--- config.mk ---
export PLATFORM = sky130hd
export DESIGN_NAME = homeo_thresh_ctrl
export DESIGN_NICKNAME = d
export VERILOG_FILES = /design/src/rtl/hth_pkg.sv /design/src/rtl/hth_period_timer.sv /design/src/rtl/hth_spike_ctr.sv /design/src/rtl/hth_thresh_calc.sv /design/src/rtl/homeo_thresh_ctrl.sv
export SDC_FILE = /design/constraint.sdc
export NUM_CORES = 1
export LEC_CHECK = 0
export ABC_AREA = 1
export BUFFER_PORTS_ARGS = -buffer_cell sky130_fd_sc_hd__buf_2
export CORE_MARGIN = 10
export CORE_UTILIZATION = 40
export CTS_CLUSTER_DIAMETER = 120
export DETAILED_ROUTE_END_ITERATION = 8
export SLEW_MARGIN = 20
export SYNTH_ARGS = -nofsm -noshare
export SYNTH_HDL_FRONTEND = slang
export SYNTH_SLANG_ARGS = --single-unit
--- constraint.sdc ---
create_clock -name clk -period 5.1 [get_ports clk]
set_input_delay 0.255 -clock clk [delete_from_list [all_inputs] [get_ports clk]]
set_output_delay 0.255 -clock clk [all_outputs]
set_load 0.02 [all_outputs]
--- src/rtl/hth_pkg.sv ---
package hth_pkg;

    // Threshold fixed-point format: unsigned, 1.0 == 2**FRAC_W
    localparam int TH_W      = 16;
    localparam int FRAC_W    = 15;
    localparam int SHIFT_W   = 4;
    // One spike of error maps to 2**ERR_SCALE threshold LSBs
    localparam int ERR_SCALE = 8;

    localparam logic [TH_W-1:0] TH_INIT = 16'h4000;  // 0.5
    localparam logic [TH_W-1:0] TH_MIN  = 16'h0200;  // 1/64
    localparam logic [TH_W-1:0] TH_MAX  = 16'h8000;  // 1.0

    typedef logic [TH_W-1:0] thresh_t;

    typedef enum logic [1:0] {
        DIR_HOLD  = 2'd0,
        DIR_RAISE = 2'd1,
        DIR_LOWER = 2'd2
    } adj_dir_e;

endpackage

--- src/rtl/hth_period_timer.sv ---
module hth_period_timer #(
    parameter int EVAL_PRES = 100
) (
    input  logic clk,
    input  logic rst_n,
    input  logic pres_done_i,
    output logic period_end_o
);
    localparam int PW = (EVAL_PRES > 1) ? $clog2(EVAL_PRES) : 1;
    localparam logic [PW-1:0] LAST = PW'(EVAL_PRES - 1);

    typedef struct packed {
        logic [PW-1:0] pres_cnt;
    } tmr_st_t;

    tmr_st_t st_d, st_q;

    always_comb begin
        st_d         = st_q;
        period_end_o = 1'b0;
        if (pres_done_i) begin
            if (st_q.pres_cnt == LAST) begin
                period_end_o    = 1'b1;
                st_d.pres_cnt   = '0;
            end else begin
                st_d.pres_cnt   = st_q.pres_cnt + 1'b1;
            end
        end
    end

    always_ff @(posedge clk) begin
        if (!rst_n) st_q <= '0;
        else        st_q <= st_d;
    end
endmodule

--- src/rtl/hth_spike_ctr.sv ---
module hth_spike_ctr #(
    parameter int CNT_W = 8
) (
    input  logic             clk,
    input  logic             rst_n,
    input  logic             spike_i,
    input  logic             clear_i,
    output logic [CNT_W-1:0] count_o
);
    localparam logic [CNT_W-1:0] CNT_SAT = '1;

    typedef struct packed {
        logic [CNT_W-1:0] cnt;
    } ctr_st_t;

    ctr_st_t st_d, st_q;

    always_comb begin
        st_d = st_q;
        if (clear_i) begin
            // boundary spike is credited to the period that starts now
            st_d.cnt = spike_i ? CNT_W'(1) : '0;
        end else if (spike_i && (st_q.cnt != CNT_SAT)) begin
            st_d.cnt = st_q.cnt + 1'b1;
        end
    end

    always_ff @(posedge clk) begin
        if (!rst_n) st_q <= '0;
        else        st_q <= st_d;
    end

    assign count_o = st_q.cnt;
endmodule

--- src/rtl/hth_thresh_calc.sv ---
module hth_thresh_calc
    import hth_pkg::*;
#(
    parameter int CNT_W = 8
) (
    input  thresh_t             th_i,
    input  logic [CNT_W-1:0]    count_i,
    input  logic [CNT_W-1:0]    target_i,
    input  logic [SHIFT_W-1:0]  shift_i,
    output thresh_t             th_o,
    output adj_dir_e            dir_o
);
    localparam int ERR_W   = CNT_W + 1;
    localparam int STEP_W  = ERR_W + ERR_SCALE;
    localparam int SUM_W   = TH_W + STEP_W + 1;
    localparam logic signed [SUM_W-1:0] S_MIN = SUM_W'({1'b0, TH_MIN});
    localparam logic signed [SUM_W-1:0] S_MAX = SUM_W'({1'b0, TH_MAX});

    logic signed [ERR_W-1:0]  err;
    logic signed [STEP_W-1:0] scaled;
    logic signed [STEP_W-1:0] step;
    logic signed [SUM_W-1:0]  sum;

    always_comb begin
        err    = $signed({1'b0, count_i}) - $signed({1'b0, target_i});
        scaled = {err, {ERR_SCALE{1'b0}}};
        step   = scaled >>> shift_i;
        sum    = $signed(SUM_W'({1'b0, th_i})) + SUM_W'(step);

        if (err == '0)        dir_o = DIR_HOLD;
        else if (err[ERR_W-1]) dir_o = DIR_LOWER;
        else                  dir_o = DIR_RAISE;

        if (dir_o == DIR_HOLD)   th_o = th_i;
        else if (sum > S_MAX)    th_o = TH_MAX;
        else if (sum < S_MIN)    th_o = TH_MIN;
        else                     th_o = sum[TH_W-1:0];
    end
endmodule

--- src/rtl/homeo_thresh_ctrl.sv ---
module homeo_thresh_ctrl
    import hth_pkg::*;
#(
    parameter int N_NEURONS = 4,
    parameter int CNT_W     = 8,
    parameter int EVAL_PRES = 100
) (
    input  logic                           clk,
    input  logic                           rst_n,
    input  logic [N_NEURONS-1:0]           spike_i,
    input  logic                           pres_done_i,
    input  logic [CNT_W-1:0]               cfg_target_i,
    input  logic [3:0]                     cfg_shift_i,
    output logic [N_NEURONS-1:0][TH_W-1:0] thresh_o
);
    typedef struct packed {
        logic [N_NEURONS-1:0][TH_W-1:0] th;
    } top_st_t;

    top_st_t                          st_d, st_q;
    logic                             period_end;
    logic [N_NEURONS-1:0][CNT_W-1:0]  cnt_q;
    logic [N_NEURONS-1:0][TH_W-1:0]   th_next;
    adj_dir_e                         dir [N_NEURONS];

    hth_period_timer #(.EVAL_PRES(EVAL_PRES)) u_timer (
        .clk          (clk),
        .rst_n        (rst_n),
        .pres_done_i  (pres_done_i),
        .period_end_o (period_end)
    );

    for (genvar g = 0; g < N_NEURONS; g++) begin : g_neuron
        hth_spike_ctr #(.CNT_W(CNT_W)) u_ctr (
            .clk     (clk),
            .rst_n   (rst_n),
            .spike_i (spike_i[g]),
            .clear_i (period_end),
            .count_o (cnt_q[g])
        );

        hth_thresh_calc #(.CNT_W(CNT_W)) u_calc (
            .th_i     (st_q.th[g]),
            .count_i  (cnt_q[g]),
            .target_i (cfg_target_i),
            .shift_i  (cfg_shift_i),
            .th_o     (th_next[g]),
            .dir_o    (dir[g])
        );
    end

    always_comb begin
        st_d = st_q;
        if (period_end) begin
            for (int i = 0; i < N_NEURONS; i++) begin
                st_d.th[i] = th_next[i];
            end
        end
    end

    always_ff @(posedge clk) begin
        if (!rst_n) st_q.th <= {N_NEURONS{TH_INIT}};
        else        st_q    <= st_d;
    end

    assign thresh_o = st_q.th;
endmodule

==> After elaboration in Yosys (flattened, before gate mapping) <==
Index checks and enable logic that the tools add are counted.
{ "classes": {"add_sub_neg": 13, "order_cmp": 8, "n_eq_ne": 5, "shifts": 4, "mux": 31, "n_bitwise": 4, "reduce_logical": 20} }
{ "ops": {"columns": ["op", "n"], "rows": [
  ["> comparator 34 x 17 -> 1 bit, second input constant", 4],
  ["less-than comparator 34 x 11 -> 1 bit, second input constant", 4],
  ["2-to-1 mux 16 bit", 8],
  ["adder 17 x 17 -> 18 bit", 4],
  [">>> shifter 17 x 4 -> 17 bit", 4],
  ["2-to-1 mux 8 bit", 8],
  ["logical NOT 9 bit", 4],
  ["subtractor 8 x 8 -> 9 bit", 4],
  ["adder 8 x 1 -> 8 bit, second input constant", 4],
  ["inequality test 8 bit, second input constant", 4],
  ["2-to-1 mux 2 bit", 8],
  ["logical NOT 2 bit", 4],
  ["AND reduction 2 bit", 4],
  ["nonzero test 2 bit", 4],
  ["adder 7 x 1 -> 7 bit, second input constant", 1],
  ["equality test 7 bit, second input constant", 1],
  ["2-to-1 mux 7 bit", 1],
  ["2-to-1 mux 1 bit", 6],
  ["logical AND 1 bit", 4],
  ["NOT 1 bit", 4]
]} }
{ "totals": {"regBits": 103, "input_bits": 19, "elab_cells": 94} }

==> Logic depth before layout (Yosys ltp) <==
Gate-level depths: netlist (run 1).
{ "logic_depth": {"word_depth": 6, "ltp_mapped": 37} }

==> Hierarchy <==
Synthesis (run 1) repeated with hierarchy kept, for this count alone.
{ "unflattened": {"cells_unflattened": 2705, "area_unflattened_um2": 14774.2} }
{ "modules_own_cells": {"columns": ["module", "instances", "cells_per_inst", "area_per_inst_um2"], "rows": [
  ["hth_thresh_calc at g_neuron[1].u_calc ...", 2, 475, 2422.3],
  ["homeo_thresh_ctrl", 1, 398, 2606.2],
  ["hth_thresh_calc at g_neuron[3].u_calc", 1, 508, 2538.7],
  ["hth_thresh_calc at g_neuron[0].u_calc", 1, 492, 2412.3],
  ["hth_spike_ctr", 4, 75, 491.7],
  ["hth_period_timer", 1, 57, 405.4]
]} }

==> Worst setup path before layout (run 1) <==
OpenSTA, ideal clock, no wires.
{ "synth_path": {"kind": "register -> register", "startpoint": "register g_neuron[1].u_ctr.st_q (netlist bit g_neuron[1].u_ctr.count_o[0])", "endpoint": "register st_q (netlist bit thresh_o[20])", "setup_ns": 0.131, "arrival_ns": 3.992, "required_time_ns": 4.969, "slack_ns": 0.977, "stages_incl_launch_ff": 36, "synth_period_minus_slack_ns": 4.123, "path_cell_list": "dfxtp_1 inv_1 ha_1 inv_1 fa_1 nand3_1 nand2_1 nand2_1 nand2_1 xnor2_1 inv_1 nand2_1 o21ai_0 o21ai_0 or2_2 a21oi_1 ha_1 inv_1 fa_1 inv_1 nand3_1 nand2_1 nand2_1 nand2_1 nand2_1 nand2_1 nand2_1 nand2_1 nand2_1 nor2_1 nand4_1 nand2_4 buf_6 nor2_1 nand2_1 a21oi_2"} }
{ "synth_between": {"elab_chain_cells": 6, "word_cells_on_any_way": 13} }
{ "synth_lines": {"columns": ["item", "line", "rtl"], "rows": [
  ["start: declaration", "hth_spike_ctr.sv:16", "ctr_st_t st_d, st_q;"],
  ["start signal: assignment", "hth_spike_ctr.sv:30", "else st_q <= st_d;"],
  ["subtractor 8 x 8 -> 9 bit *", "hth_thresh_calc.sv:25", "err = $signed({1'b0, count_i}) - $signed({1'b0, target_i});"],
  [">>> shifter 17 x 4 -> 17 bit (tied with other cells)", "hth_thresh_calc.sv:27", "step = scaled >>> shift_i;"],
  ["adder 17 x 17 -> 18 bit / 2-to-1 mux 2 bit (equally long branches)", "hth_thresh_calc.sv:28, hth_thresh_calc.sv:30", null],
  ["less-than comparator 34 x 11 -> 1 bit / logical NOT 2 bit (equally long branches)", "hth_thresh_calc.sv:36, hth_thresh_calc.sv:34", null],
  ["2-to-1 mux 16 bit / NOT 1 bit (equally long branches)", null, null],
  ["2-to-1 mux 16 bit / AND reduction 2 bit (equally long branches)", null, null],
  ["end signal: assignment", "homeo_thresh_ctrl.sv:63", "else st_q <= st_d;"],
  ["end: declaration", "homeo_thresh_ctrl.sv:20", "top_st_t st_d, st_q;"]
]} }
Every way passes the cells marked *; elsewhere a longest branch is shown, timed or not.
A chain may end at the register's enable or synchronous reset.

==> Worst setup path after layout (run 1) <==
{ "layout_path": {"startpoint": "register g_neuron[0].u_ctr.st_q (netlist bit g_neuron[0].u_ctr.count_o[0])", "endpoint": "register st_q (netlist bit thresh_o[6])"} }
{ "layout_between": {"elab_chain_cells": 6, "word_cells_on_any_way": 13} }
{ "layout_lines": {"columns": ["item", "line"], "rows": [
  ["start: declaration", "hth_spike_ctr.sv:16"],
  ["start signal: assignment", "hth_spike_ctr.sv:30"],
  ["subtractor 8 x 8 -> 9 bit *", "hth_thresh_calc.sv:25"],
  [">>> shifter 17 x 4 -> 17 bit (tied with other cells)", "hth_thresh_calc.sv:27"],
  ["adder 17 x 17 -> 18 bit / 2-to-1 mux 2 bit (equally long branches)", "hth_thresh_calc.sv:28, hth_thresh_calc.sv:30"],
  ["less-than comparator 34 x 11 -> 1 bit / logical NOT 2 bit (equally long branches)", "hth_thresh_calc.sv:36, hth_thresh_calc.sv:34"],
  ["2-to-1 mux 16 bit / NOT 1 bit (equally long branches)", null],
  ["2-to-1 mux 16 bit / AND reduction 2 bit (equally long branches)", null]
]} }
Marks and branches as above.

==> results of run 1 <==
## cells in the mapped netlist (2+ instances only)
| cell | count |
|---|---|
| o211ai_1 | 4 |
| nor3_1 | 27 |
| xor2_1 | 23 |
| inv_1 | 298 |
| nand3_2 | 20 |
| a2bb2oi_1 | 2 |
| nand2_4 | 4 |
| a21oi_2 | 15 |
| or2_1 | 3 |
| nand3_1 | 151 |
| nand2_2 | 28 |
| nor2_4 | 3 |
| mux2i_1 | 4 |
| a31oi_1 | 11 |
| o21ai_1 | 3 |
| nor2_1 | 144 |
| nand3b_1 | 24 |
| a21oi_1 | 160 |
| and3_1 | 2 |
| nand4_1 | 32 |
| buf_2 | 4 |
| xnor2_1 | 17 |
| or2_2 | 14 |
| nor3b_1 | 2 |
| o21bai_1 | 3 |
| o21a_1 | 2 |
| o22ai_1 | 4 |
| ha_1 | 105 |
| inv_2 | 7 |
| and2_1 | 9 |
| buf_8 | 2 |
| a21boi_0 | 3 |
| buf_4 | 3 |
| a211oi_1 | 2 |
| dfxtp_1 | 103 |
| fa_1 | 8 |
| buf_6 | 5 |
| clkbuf_1 | 30 |
| clkinv_1 | 2 |
| buf_1 | 9 |
| nor2_2 | 11 |
| nand2_1 | 700 |
| o21ai_0 | 117 |
## worst max-delay path, delay by kind of cell, from the launching register on
family,cells,cell delay [ns]
adders and majority gates,4,1.13
DFF,1,0.35
buffers and inverters,4,0.28
AOI/OAI and AO/OA,4,0.63
and+or+nand+nor,20,2.30
## cell usage in the layout, fill, tap and decap left out, types with 9 or more instances in the layout
cell type,instances
nand2_1,698
inv_1,295
a21oi_1,158
nand3_1,149
nor2_1,143
o21ai_0,114
dfxtp_1,103
ha_1,101
buf_2,82
nand4_1,32
nand2_2,27
nor3_1,27
nand3b_1,24
nand3_2,22
xor2_1,21
xnor2_1,17
a21oi_2,17
or2_2,14
nor2_2,12
inv_2,10
a31oi_1,10
and2_1,9
nand2_4,9
clkbuf_16,9
buf_4,9
## power by group
part,internal [mW],switching (mW)
Combinational,0.230,0.484
Sequential,0.810,0.00976
Clock,0.347,0.374
Total,1.39,0.868
## flip-flops by register name, summed over array words and instances (netlist names)
name / flops
g_neuron.u_ctr.count_o: 32
thresh_o: 64
u_timer.st_q: 7
## layer usage
layer	GRT usage [%]	share of wire, %	routed length (µm)	vias up
li1	-	-	-	6962
met3	2.61	3.8	1350	31
met2	27.5	42	14900	234
met1	25.5	52	18400	5757
met5	0	0.060	21	-
met4	4.55	1.3	472	4
## worst max path at each step
stage / cells after the start / from / to / slack, ns
2_1_floorplan: 35 / g_neuron[1].u_ctr.count_o[0]$_SDFFE_PN0P_ / thresh_o[20]$_SDFFE_PN0P_ / 0.98
3_3_place_gp: 33 / cfg_target_i[1] / thresh_o[19]$_SDFFE_PN0P_ / 0.30
6_report: 32 / g_neuron[0].u_ctr.count_o[0]$_SDFFE_PN0P_ / thresh_o[6]$_SDFFE_PN0P_ / 0.34
4_1_cts: 34 / g_neuron[1].u_ctr.count_o[0]$_SDFFE_PN0P_ / thresh_o[18]$_SDFFE_PN0P_ / 0.28
3_5_place_dp: 33 / cfg_target_i[1] / thresh_o[19]$_SDFFE_PN0P_ / 0.27
5_1_grt: 32 / g_neuron[0].u_ctr.count_o[0]$_SDFFE_PN0P_ / thresh_o[9]$_SDFFE_PN0P_ / -0.02
## cell families after synthesis
kind of cell    Yosys count  synth area share [%]
simple gates           1178                  42.1
buf+inv                 362                  11.7
compound gates          329                  14.4
fa+ha+maj               113                  11.9
flops                   103                  16.7
xor+xnor                 40                  2.84
mux                       4                 0.324
## final cells by class
cell class / count / share of cell area (%)
clock inverter: 7 / 0.550
clock buffer: 9 / 1.68
sequential: 103 / 15.4
timing repair buffer: 91 / 3.56
multi-input combinational: 1666 / 66.6
inverter: 307 / 8.58
tap: 396 / 3.69
## metrics by stage
stage	hold slack [ns]	TNS, ns	area (µm²)	power (mW)
after floorplan	0.417	0	12400	1.38
after global routing	0.162	-0.0968	13400	2.41
final	0.151	0	13400	2.26
after CTS	0.131	0	13300	2.26
after global placement	0.467	0	13000	1.53
after detailed placement	0.473	0	13000	1.53
## timing repair
item / 4_1_cts / 5_1_grt
setup buffers: 0 / 2
gates resized for setup: 0 / 26
setup endpoints to repair: 0 / 38
==> run_results.csv, run 1 <==
group,metric,value,unit
drt,drc,0,
sta,hold_violations,0,
global_route,grt_pass1_wl,58.4,mm
synth,synth_flop_cell,"dfxtp_1",
clock_network,cts_tree,"yes",
synth,ys_seq_area_share,16.7,%
final_layout,nets,2310,
die,fp.dieW,196,µm
clock_network,clock_path_buffers,2,
hold_path,min_from,"spike_i[3]",
worst_setup_path,cp.required,5.41,ns
worst_setup_path,reg2reg_from,"g_neuron[0].u_ctr.count_o[0]$_SDFFE_PN0P_",
placement,io_buffers,82,
synth,synthDistinctLibCells,52,
final_layout,final_util,44.0,%
worst_setup_path,crit_fanout,7,
sta,slew_viol_final,0,
flow_run,maxCapViolCount,0,
drt,vias_per_cell,5.04,
hold_path,min_path_type,"in2reg",
sta,worst_slew_pin_slew,0.867,ns
drt,drt-total-wl,35.2,mm
synth,syn_area_per_cell,5.80,µm²
placement,gp_congestion,0.878,
final_layout,syn2layout_area_growth,8.71,%
synth,yosys.area.top_type,"nand2_1",
worst_setup_path,crit_top_cell,"nand2_1",
clock_network,cts.clk_slew.worst_paths,0.08,ns
sta,fin_crit,4.76,ns
die,die_h,196,µm
synth,synth_top_cells_by_area,"nand2_1 (21%), dfxtp_1 (17%), ha_1 (11%)",
clock_network,cts_made_buffers,9,
sta,max_freq,210,MHz
run_status,status,"completed",
final_layout,fill_cells,3315,
clock_network,htreeDepth,3,
power,peakVddDrop,0.170,mV
sta,timing.final.crit_share,93.3,%
clock_network,clk_latency,0.39,ns
final_layout,seq_area,0.00206,mm²
worst_setup_path,worst-r2r-setup-slack,0.34,ns
synth,synth-edff-count,0,
sta,setup_ws,0.342,ns
placement,dp.cells,2559,
worst_setup_path,end_kind,"register",
global_route,grt_start_max_net_pins,66,
synth,async_flop_share,0,%
worst_setup_path,arrival,5.07,ns
drt,ant_nets,0,
synth,synth_nets,2261,
final_layout,multiInputGateArea,0.00894,mm²
worst_setup_path,r2r_end,"thresh_o[6]$_SDFFE_PN0P_",
placement,dpl.hpwl,28.5,mm
drt,first_pass_iters,5,
die,core_area,0.0305,mm²
clock_network,numClockSinks,103,
synth,synth_cells,2129,
worst_setup_path,max_stage_delay,0.39,ns
hold_path,hold_path_depth,3,
worst_setup_path,r2r.worst_path.cells,32,
synth,synth-seq-cells,103,
drt,vias,13000,
sta,relSlewSlack,42.2,%
clock_network,cts_hold_buffers,0,
die,dieArea,0.0383,mm²
power,p_leak,6.90,nW
die,ioPinCount,83,
sta,setup_viol,0,
sta,skew,0.0154,ns
global_route,grt_pass1_vias,11800,
clock_network,root_buffer,"clkbuf_16",
die,start_util,40.5,%
placement,pre_cts_slack,0.266,ns
hold_path,holdPathEnd,"g_neuron[3].u_ctr.count_o[0]$_SDFFE_PN0P_",
synth,synth_top_area_share,21.3,%
synth,netlist_area,0.0124,mm²
synth,ys_warn_count,0,
global_route,grtUsageTotal,17.9,%
final_layout,diodes,0,
global_route,gr-total-overflow,0,
power,cellPowerDensity,168,mW/mm²
worst_setup_path,path_class,"reg2reg",
final_layout,drive_gt1_share,10.7,%
drt,drtIter0Drc,805,
die,num_rows,64,
drt,wl_per_cell,13.6,µm
worst_setup_path,critPathLaunchType,"register",
final_layout,instances_no_fill,2579,
global_route,antenna_found_initial,2,
worst_setup_path,crit_path_top_delay_cell,"fa_1",
Note: power is estimated with default switching activity, not from simulation.
==> inputs of run 2 (changes only) <==
--- a/config.mk
+++ b/config.mk
@@ -5,12 +5,12 @@
 export SDC_FILE = /design/constraint.sdc
 export NUM_CORES = 1
 export LEC_CHECK = 0
-export ABC_AREA = 1
 export BUFFER_PORTS_ARGS = -buffer_cell sky130_fd_sc_hd__buf_2
 export CORE_MARGIN = 10
 export CORE_UTILIZATION = 40
 export CTS_CLUSTER_DIAMETER = 120
 export DETAILED_ROUTE_END_ITERATION = 8
+export SETUP_SLACK_MARGIN = 0.05
 export SLEW_MARGIN = 20
 export SYNTH_ARGS = -nofsm -noshare
 export SYNTH_HDL_FRONTEND = slang
==> constraint.sdc (replaced) <==
create_clock -name clk -period 4.8 [get_ports clk]
set_input_delay 0.24 -clock clk [delete_from_list [all_inputs] [get_ports clk]]
set_output_delay 0.24 -clock clk [all_outputs]
set_load 0.02 [all_outputs]
==> run 2 against run 1 <==
Against the previous run:
- the run now ends with negative setup slack left
- first-iteration DRC count decreased by 11%
- clock power increased by 18%
- core utilization increased by 18 points
- non-clock buffer count increased by 441
- synthesized area decreased by 12%
- register-to-register slack got worse by 0.80 ns
- global-route usage increased by 3.1 points
==> run_results.csv, run 2 <==
group,metric,value,unit
final_layout,fill_cells,2357,
worst_setup_path,critPathLaunchType,"register",
sta,skew,0.0124,ns
drt,vias,12500,
worst_setup_path,crit_chain,"inv_2 -> ha_4 -> inv_2 -> fa_2 -> a21o_1 -> a21oi_2 -> o211ai_1 -> xor2_1 -> mux2i_1 -> mux2_4 -> o21ai_4 -> nand2_1 -> o21ai_2 -> ha_1 -> o211ai_1 -> a21oi_4 -> buf_6 -> or3_4 -> a211oi_2 -> o221ai_1 -> or4_4 -> or3_4 -> nor4bb_4 -> a32o_1",
sta,timing.final.crit_share,110,%
global_route,gr-total-overflow,0,
power,p_leak,7.74,nW
global_route,antenna_found_initial,2,
power,peakVddDrop,0.149,mV
placement,io_buffers,82,
drt,drt-total-wl,37.3,mm
synth,synth_nets,1549,
worst_setup_path,r2r.worst_path.cells,24,
synth,synth_flop_cell,"dfxtp_1",
drt,wl_per_cell,16.6,µm
worst_setup_path,crit_fanout,5,
synth,async_flop_share,0,%
power,p_int,1.90,mW
synth,synth_most_common_cell,"nand2_1",
synth,yosys-top-cells-count,"nand2_1 (141), nor2_1 (138), ha_1 (105)",
die,core_area,0.0268,mm²
synth,netlist_area,0.0109,mm²
worst_setup_path,arrival,5.52,ns
drt,ant_nets,0,
power,p_total,2.88,mW
power,clock_power_share,29.6,%
run_status,violations,"negative setup slack",
synth,syn_area_per_cell,7.66,µm²
global_route,grt_pass1_wl,59.5,mm
sta,max_freq,190,MHz
sta,fin_crit,5.26,ns
global_route,grt_pass1_vias,11800,
global_route,grt_start_max_net_pins,35,
final_layout,final_common_cell,"buf_4",
clock_network,cts_made_buffers,9,
worst_setup_path,max_stage_delay,0.56,ns
clock_network,cts_tree,"yes",
synth,synth_cells,1417,
synth,synth_top_area_share,19.0,%
worst_setup_path,end_kind,"register",
final_layout,final_cell_mix,"buf_4 (433), nand2_1 (138), nor2_1 (130), dfxtp_1 (97), ha_1 (92)",
synth,yosys.area.top_type,"dfxtp_1",
final_layout,syn2layout_area_growth,52.0,%
power,swShare,34.1,%
die,start_util,40.5,%
worst_setup_path,r2r_end,"thresh_o[18]$_SDFFE_PN0P_",
power,p_seq_share,30.2,%
sta,slew_viol_final,0,
sta,setup_viol,57,
clock_network,root_buffer,"clkbuf_16",
drt,first_pass_iters,5,
sta,setup_ws,-0.458,ns
drt,drc,0,
worst_setup_path,path_delay_family,"compound AO/OA/AOI/OAI gates",
final_layout,instances_no_fill,2246,
die,dieArea,0.0341,mm²
final_layout,nets,2031,
worst_setup_path,cp.required,5.06,ns
final_layout,stdcell_area,0.0165,mm²
sta,rsz0062_at_grt,"yes",
placement,pre_cts_slack,-0.816,ns
worst_setup_path,startpoint,"g_neuron[1].u_ctr.count_o[0]$_SDFFE_PN0P_",
power,cellPowerDensity,175,mW/mm²
die,num_rows,60,
worst_setup_path,cp.depth,24,
sta,hold_violations,0,
hold_path,min_path_type,"in2reg",
clock_network,cts.clk_slew.worst_paths,0.08,ns
die,fp.dieW,185,µm
clock_network,numClockSinks,103,
placement,dp.cells,2183,
worst_setup_path,reg2reg_from,"g_neuron[1].u_ctr.count_o[0]$_SDFFE_PN0P_",
die,ioPinCount,83,
synth,synth_top_cells_by_area,"dfxtp_1 (19%), ha_1 (12%), nand2_1 (4.9%)",
worst_setup_path,worst-r2r-setup-slack,-0.46,ns
synth,synth-edff-count,0,
clock_network,cts_hold_buffers,0,
die,die_h,185,µm
synth,ys_warn_count,0,
final_layout,drive_gt1_share,41.1,%
placement,placed_area,0.0147,mm²
sta,relSlewSlack,18.9,%
sta,worst_slew_pin_slew,1.20,ns
placement,dpl.hpwl,28.6,mm
synth,synth-seq-cells,103,
power,netSwitchingPower,983,µW
flow_run,maxCapViolCount,0,
clock_network,htreeDepth,3,
final_layout,largest_register_ffs,64,
worst_setup_path,crit_buf_inv,3,
synth,ys_seq_area_share,19.0,%
synth,synthDistinctLibCells,85,
drt,drtIter0Drc,720,
worst_setup_path,endpoint,"thresh_o[18]$_SDFFE_PN0P_",
drt,vias_per_cell,5.54,
power,combPwrFrac,40.2,%
clock_network,clock_path_buffers,2,
placement,gp_congestion,0.902,
clock_network,clk_latency,0.37,ns
global_route,grtUsageTotal,21.0,%
worst_setup_path,path_class,"reg2reg",
worst_setup_path,crit_path_top_delay_cell,"or4_4",
run_status,status,"finished with violations",
## run 2: cell types whose count changed in the layout (fill, tap and decap cells not counted), sizes merged, moves of 25 or more
cell / previous run / this run
a21o: 1 / 37
a21oi: 175 / 100
a22o: 0 / 43
buf: 91 / 532
inv: 309 / 55
mux2i: 4 / 36
nand2: 734 / 141
nand3: 171 / 28
xnor2: 17 / 50
xor2: 23 / 48
## run 2: area by class of cell
class	instances	area [µm²]	area share (%)
multi-input cells	1200	9590	58.1
repair buffers	532	3870	23.5
flip-flops and latches	103	2070	12.6
well taps	341	427	2.59
clock buffers	9	225	1.37
inverters	53	208	1.26
clock inverters	7	103	0.622
diodes	1	2.50	0.0152
## run 2: repair_timing
action	4_1_cts	5_1_grt
setup endpoints to repair	63	64
gates resized for setup	79	150
pin swaps	52	67
gates cloned	3	0
setup buffers	27	22
## run 2: stage by stage
stage / hold slack (ns) / TNS [ns] / util [%]
CTS: 0.114 / -12.78 / 58.3
global route: 0.147 / -29.96 / 61.5
global placement: 0.473 / -33.91 / 55.0
finish: 0.123 / -16.14 / 61.5
floorplan: 0.387 / -4.49 / -
detailed placement: 0.478 / -35.49 / 55.0
## run 2: per-layer routing
metal	track usage, %	wire length [µm]	part of all wire (%)
met4	5.14	689	1.8
met1	28.8	17600	47
met2	33.8	17200	46
met3	3.05	1800	4.8
met5	0	8	0.021
## run 2: kinds of logic after synthesis
group	Yosys count	synth area share, %
multiplexers	50	4.98
flip-flops	103	19.0
XOR/XNOR	98	7.91
AND/OR/NAND/NOR	465	20.5
AO/OA/AOI/OAI	472	29.6
buffers and inverters	116	4.38
adder cells (fa/ha/maj)	113	13.6
## run 2: power by group through the flow
| stage | clock network, mW | logic [mW] | registers, mW |
|---|---|---|---|
| final | 0.854 | 1.16 | 0.870 |
| after global routing | 0.905 | 1.26 | 0.872 |
| after CTS | 0.868 | 1.05 | 0.870 |
| after detailed placement | 0 | 0.994 | 0.890 |
| after global placement | 0 | 0.978 | 0.889 |
| after floorplan | 0 | 0.559 | 0.890 |
## run 2: worst register-to-register path, delay by kind of cell (launching register included)
family / cells / cell delay, ns
AOI/OAI and AO/OA: 10 / 1.61
xor gates and xnor gates: 1 / 0.28
adders and majority gates: 3 / 0.71
buffers and inverters: 3 / 0.22
DFF: 1 / 0.32
muxes: 2 / 0.48
and+or+nand+nor: 5 / 1.53
## run 2: worst min path at each step
stage | from | to | slack, ns | cells after the start
global placement | thresh_o[38]$_SDFFE_PN0P_ | thresh_o[38]$_SDFFE_PN0P_ | 0.47 | 2
global route | spike_i[3] | g_neuron[3].u_ctr.count_o[0]$_SDFFE_PN0P_ | 0.15 | 3
floorplan | spike_i[3] | g_neuron[3].u_ctr.count_o[0]$_SDFFE_PN0P_ | 0.39 | 2
detailed placement | thresh_o[38]$_SDFFE_PN0P_ | thresh_o[38]$_SDFFE_PN0P_ | 0.48 | 2
CTS | spike_i[3] | g_neuron[3].u_ctr.count_o[0]$_SDFFE_PN0P_ | 0.11 | 3
finish | spike_i[3] | g_neuron[3].u_ctr.count_o[0]$_SDFFE_PN0P_ | 0.12 | 3
==> inputs of run 3 (changes only) <==
--- a/config.mk
+++ b/config.mk
@@ -8,6 +8,7 @@
 export BUFFER_PORTS_ARGS = -buffer_cell sky130_fd_sc_hd__buf_2
 export CORE_MARGIN = 10
 export CORE_UTILIZATION = 40
+export CTS_BUF_LIST = sky130_fd_sc_hd__clkbuf_2
 export CTS_CLUSTER_DIAMETER = 120
 export DETAILED_ROUTE_END_ITERATION = 8
 export SETUP_SLACK_MARGIN = 0.05
==> run 3 against run 2 <==
Against the previous run:
- the run still ends with negative setup slack left
- combinational power about the same
- non-clock buffer count increased by 6
- register-to-register slack about the same
- die area unchanged
- hold slack improved by 0.20 ns
- design area decreased by 0.80%
- sequential power increased by 0.8%
- sequential cell count unchanged
- via count decreased by 0.53%
- final cell count increased by 0.31%
- critical endpoint is now thresh_o[8]$_SDFFE_PN0P_
- highest routed layer unchanged
==> run_results.csv, run 3 (synthesis gave the netlist of run 2 again) <==
group,metric,value,unit
final_layout,final_util,61.0,%
worst_setup_path,end_kind,"register",
drt,first_pass_iters,5,
run_status,violations,"negative setup slack",
sta,max_freq,190,MHz
power,swShare,36.6,%
sta,rsz0062_at_grt,"yes",
sta,timing.final.crit_share,110,%
global_route,grt_start_max_net_pins,35,
sta,worst_slew_pin_slew,1.14,ns
global_route,grt_pass1_wl,59.4,mm
worst_setup_path,path_delay_family,"simple AND/OR/NAND/NOR gates",
final_layout,multiInputGateArea,0.00956,mm²
power,p_seq_share,34.3,%
power,p_int,1.62,mW
worst_setup_path,r2r_end,"thresh_o[8]$_SDFFE_PN0P_",
power,clock_power_share,20.6,%
die,dieArea,0.0341,mm²
worst_setup_path,endpoint,"thresh_o[8]$_SDFFE_PN0P_",
worst_setup_path,cp.depth,26,
final_layout,final_common_cell,"buf_4",
global_route,antenna_found_initial,3,
final_layout,fill_cells,2404,
placement,dp.cells,2183,
final_layout,largest_register_ffs,64,
sta,slew_viol_final,0,
placement,dpl.hpwl,28.6,mm
die,num_rows,60,
final_layout,nets,2037,
die,core_area,0.0268,mm²
worst_setup_path,path_class,"reg2reg",
final_layout,final_cell_mix,"buf_4 (432), nand2_1 (138), nor2_1 (129), dfxtp_1 (95), ha_1 (90)",
global_route,grt_pass1_vias,11800,
power,cellPowerDensity,156,mW/mm²
clock_network,numClockSinks,103,
sta,fin_crit,5.26,ns
clock_network,clock_path_buffers,2,
worst_setup_path,cp.required,5.44,ns
power,p_leak,7.69,nW
clock_network,clk_latency,0.71,ns
worst_setup_path,max_stage_delay,0.49,ns
hold_path,min_path_type,"in2reg",
sta,hold_ws,0.318,ns
die,start_util,40.5,%
drt,wl_per_cell,16.5,µm
final_layout,drive_gt1_share,40.7,%
die,die_h,185,µm
worst_setup_path,critPathLaunchType,"register",
power,combPwrFrac,45.2,%
worst_setup_path,reg2reg_from,"g_neuron[0].u_ctr.count_o[0]$_SDFFE_PN0P_",
final_layout,syn2layout_area_growth,50.8,%
drt,vias,12400,
worst_setup_path,r2r.worst_path.cells,26,
power,netSwitchingPower,937,µW
sta,skew,0.0693,ns
sta,relSlewSlack,23.2,%
clock_network,htreeDepth,3,
flow_run,maxCapViolCount,0,
drt,ant_nets,0,
global_route,gr-total-overflow,0,
die,ioPinCount,83,
run_status,status,"finished with violations",
worst_setup_path,crit_path_top_delay_cell,"or4_1",
clock_network,cts.clk_slew.worst_paths,0.32,ns
worst_setup_path,arrival,5.90,ns
drt,vias_per_cell,5.50,
worst_setup_path,startpoint,"g_neuron[0].u_ctr.count_o[0]$_SDFFE_PN0P_",
clock_network,cts_made_buffers,9,
drt,drtIter0Drc,695,
placement,gp_congestion,0.902,
sta,setup_viol,59,
worst_setup_path,crit_buf_inv,6,
drt,drt-total-wl,37.1,mm
worst_setup_path,crit_top_cell,"inv_2",
clock_network,root_buffer,"clkbuf_2",
die,fp.dieW,185,µm
global_route,grtUsageTotal,21.0,%
final_layout,seq_area,0.00207,mm²
sta,setup_ws,-0.459,ns
worst_setup_path,crit_fanout,8,
sta,setup-tns-final,-17.30,ns
placement,io_buffers,82,
placement,pre_cts_slack,-0.816,ns
final_layout,instances_no_fill,2253,
worst_setup_path,worst-r2r-setup-slack,-0.46,ns
drt,drc,0,
sta,hold_violations,0,
power,peakVddDrop,0.0799,mV
clock_network,cts_tree,"yes",
## run 3: repair_timing
item,CTS,global route
hold buffers,6,0
pin swaps,78,61
gates cloned,4,0
gates resized for setup,110,113
endpoints found under the hold margin,16,0
setup endpoints to repair,63,64
setup buffers,30,14
## run 3: through the flow
step                instance area, µm²  total power, mW
floorplan                        11100             1.45
detailed placement               14700             1.88
CTS                              15700             2.48
global placement                 14700             1.87
global route                     16400             2.71
finish                           16400             2.56
## run 3: worst reg2reg max path, delay by kind of cell (launching register included)
kind,cells,cell delay (ns)
xor+xnor,1,0.13
fa+ha+maj,4,1.01
buf+inv,6,0.47
mux,2,0.44
flops,1,0.39
compound gates,7,1.31
simple gates,6,1.52
## run 3: final cells by class
type                            count  share of cell area [%]
Antenna cell                        2                  0.0306
Clock buffer                        9                   0.275
Clock inverter                      7                   0.627
Inverter                           53                    1.27
Multi-Input combinational cell   1200                    58.5
Sequential cell                   103                    12.7
Tap cell                          341                    2.61
Timing Repair Buffer              538                    24.0
## run 3: worst min path at each step
| stage | from | to | slack, ns | cells past startpoint |
|---|---|---|---|---|
| 5_1_grt | spike_i[3] | g_neuron[3].u_ctr.count_o[0]$_SDFFE_PN0P_ | 0.30 | 4 |
| 3_3_place_gp | thresh_o[38]$_SDFFE_PN0P_ | thresh_o[38]$_SDFFE_PN0P_ | 0.47 | 2 |
| 4_1_cts | spike_i[3] | g_neuron[3].u_ctr.count_o[0]$_SDFFE_PN0P_ | 0.28 | 4 |
| 3_5_place_dp | thresh_o[38]$_SDFFE_PN0P_ | thresh_o[38]$_SDFFE_PN0P_ | 0.48 | 2 |
| 2_1_floorplan | spike_i[3] | g_neuron[3].u_ctr.count_o[0]$_SDFFE_PN0P_ | 0.39 | 2 |
| 6_report | spike_i[3] | g_neuron[3].u_ctr.count_o[0]$_SDFFE_PN0P_ | 0.32 | 4 |
## run 3: power by group through the flow
| stage | Combinational (mW) | Sequential [mW] | Clock, mW |
|---|---|---|---|
| 2_1_floorplan | 0.559 | 0.890 | 0 |
| 3_3_place_gp | 0.978 | 0.889 | 0 |
| 3_5_place_dp | 0.994 | 0.890 | 0 |
| 4_1_cts | 1.07 | 0.877 | 0.536 |
| 5_1_grt | 1.26 | 0.879 | 0.575 |
| 6_report | 1.16 | 0.877 | 0.527 |
## run 3: layer usage
layer	up-vias	global-route usage [%]	share of wire, %
met4	2	5.75	1.9
met2	272	33.7	46
met5	-	0	0.022
met1	5818	28.8	48
li1	6247	-	-
met3	46	2.68	4.7
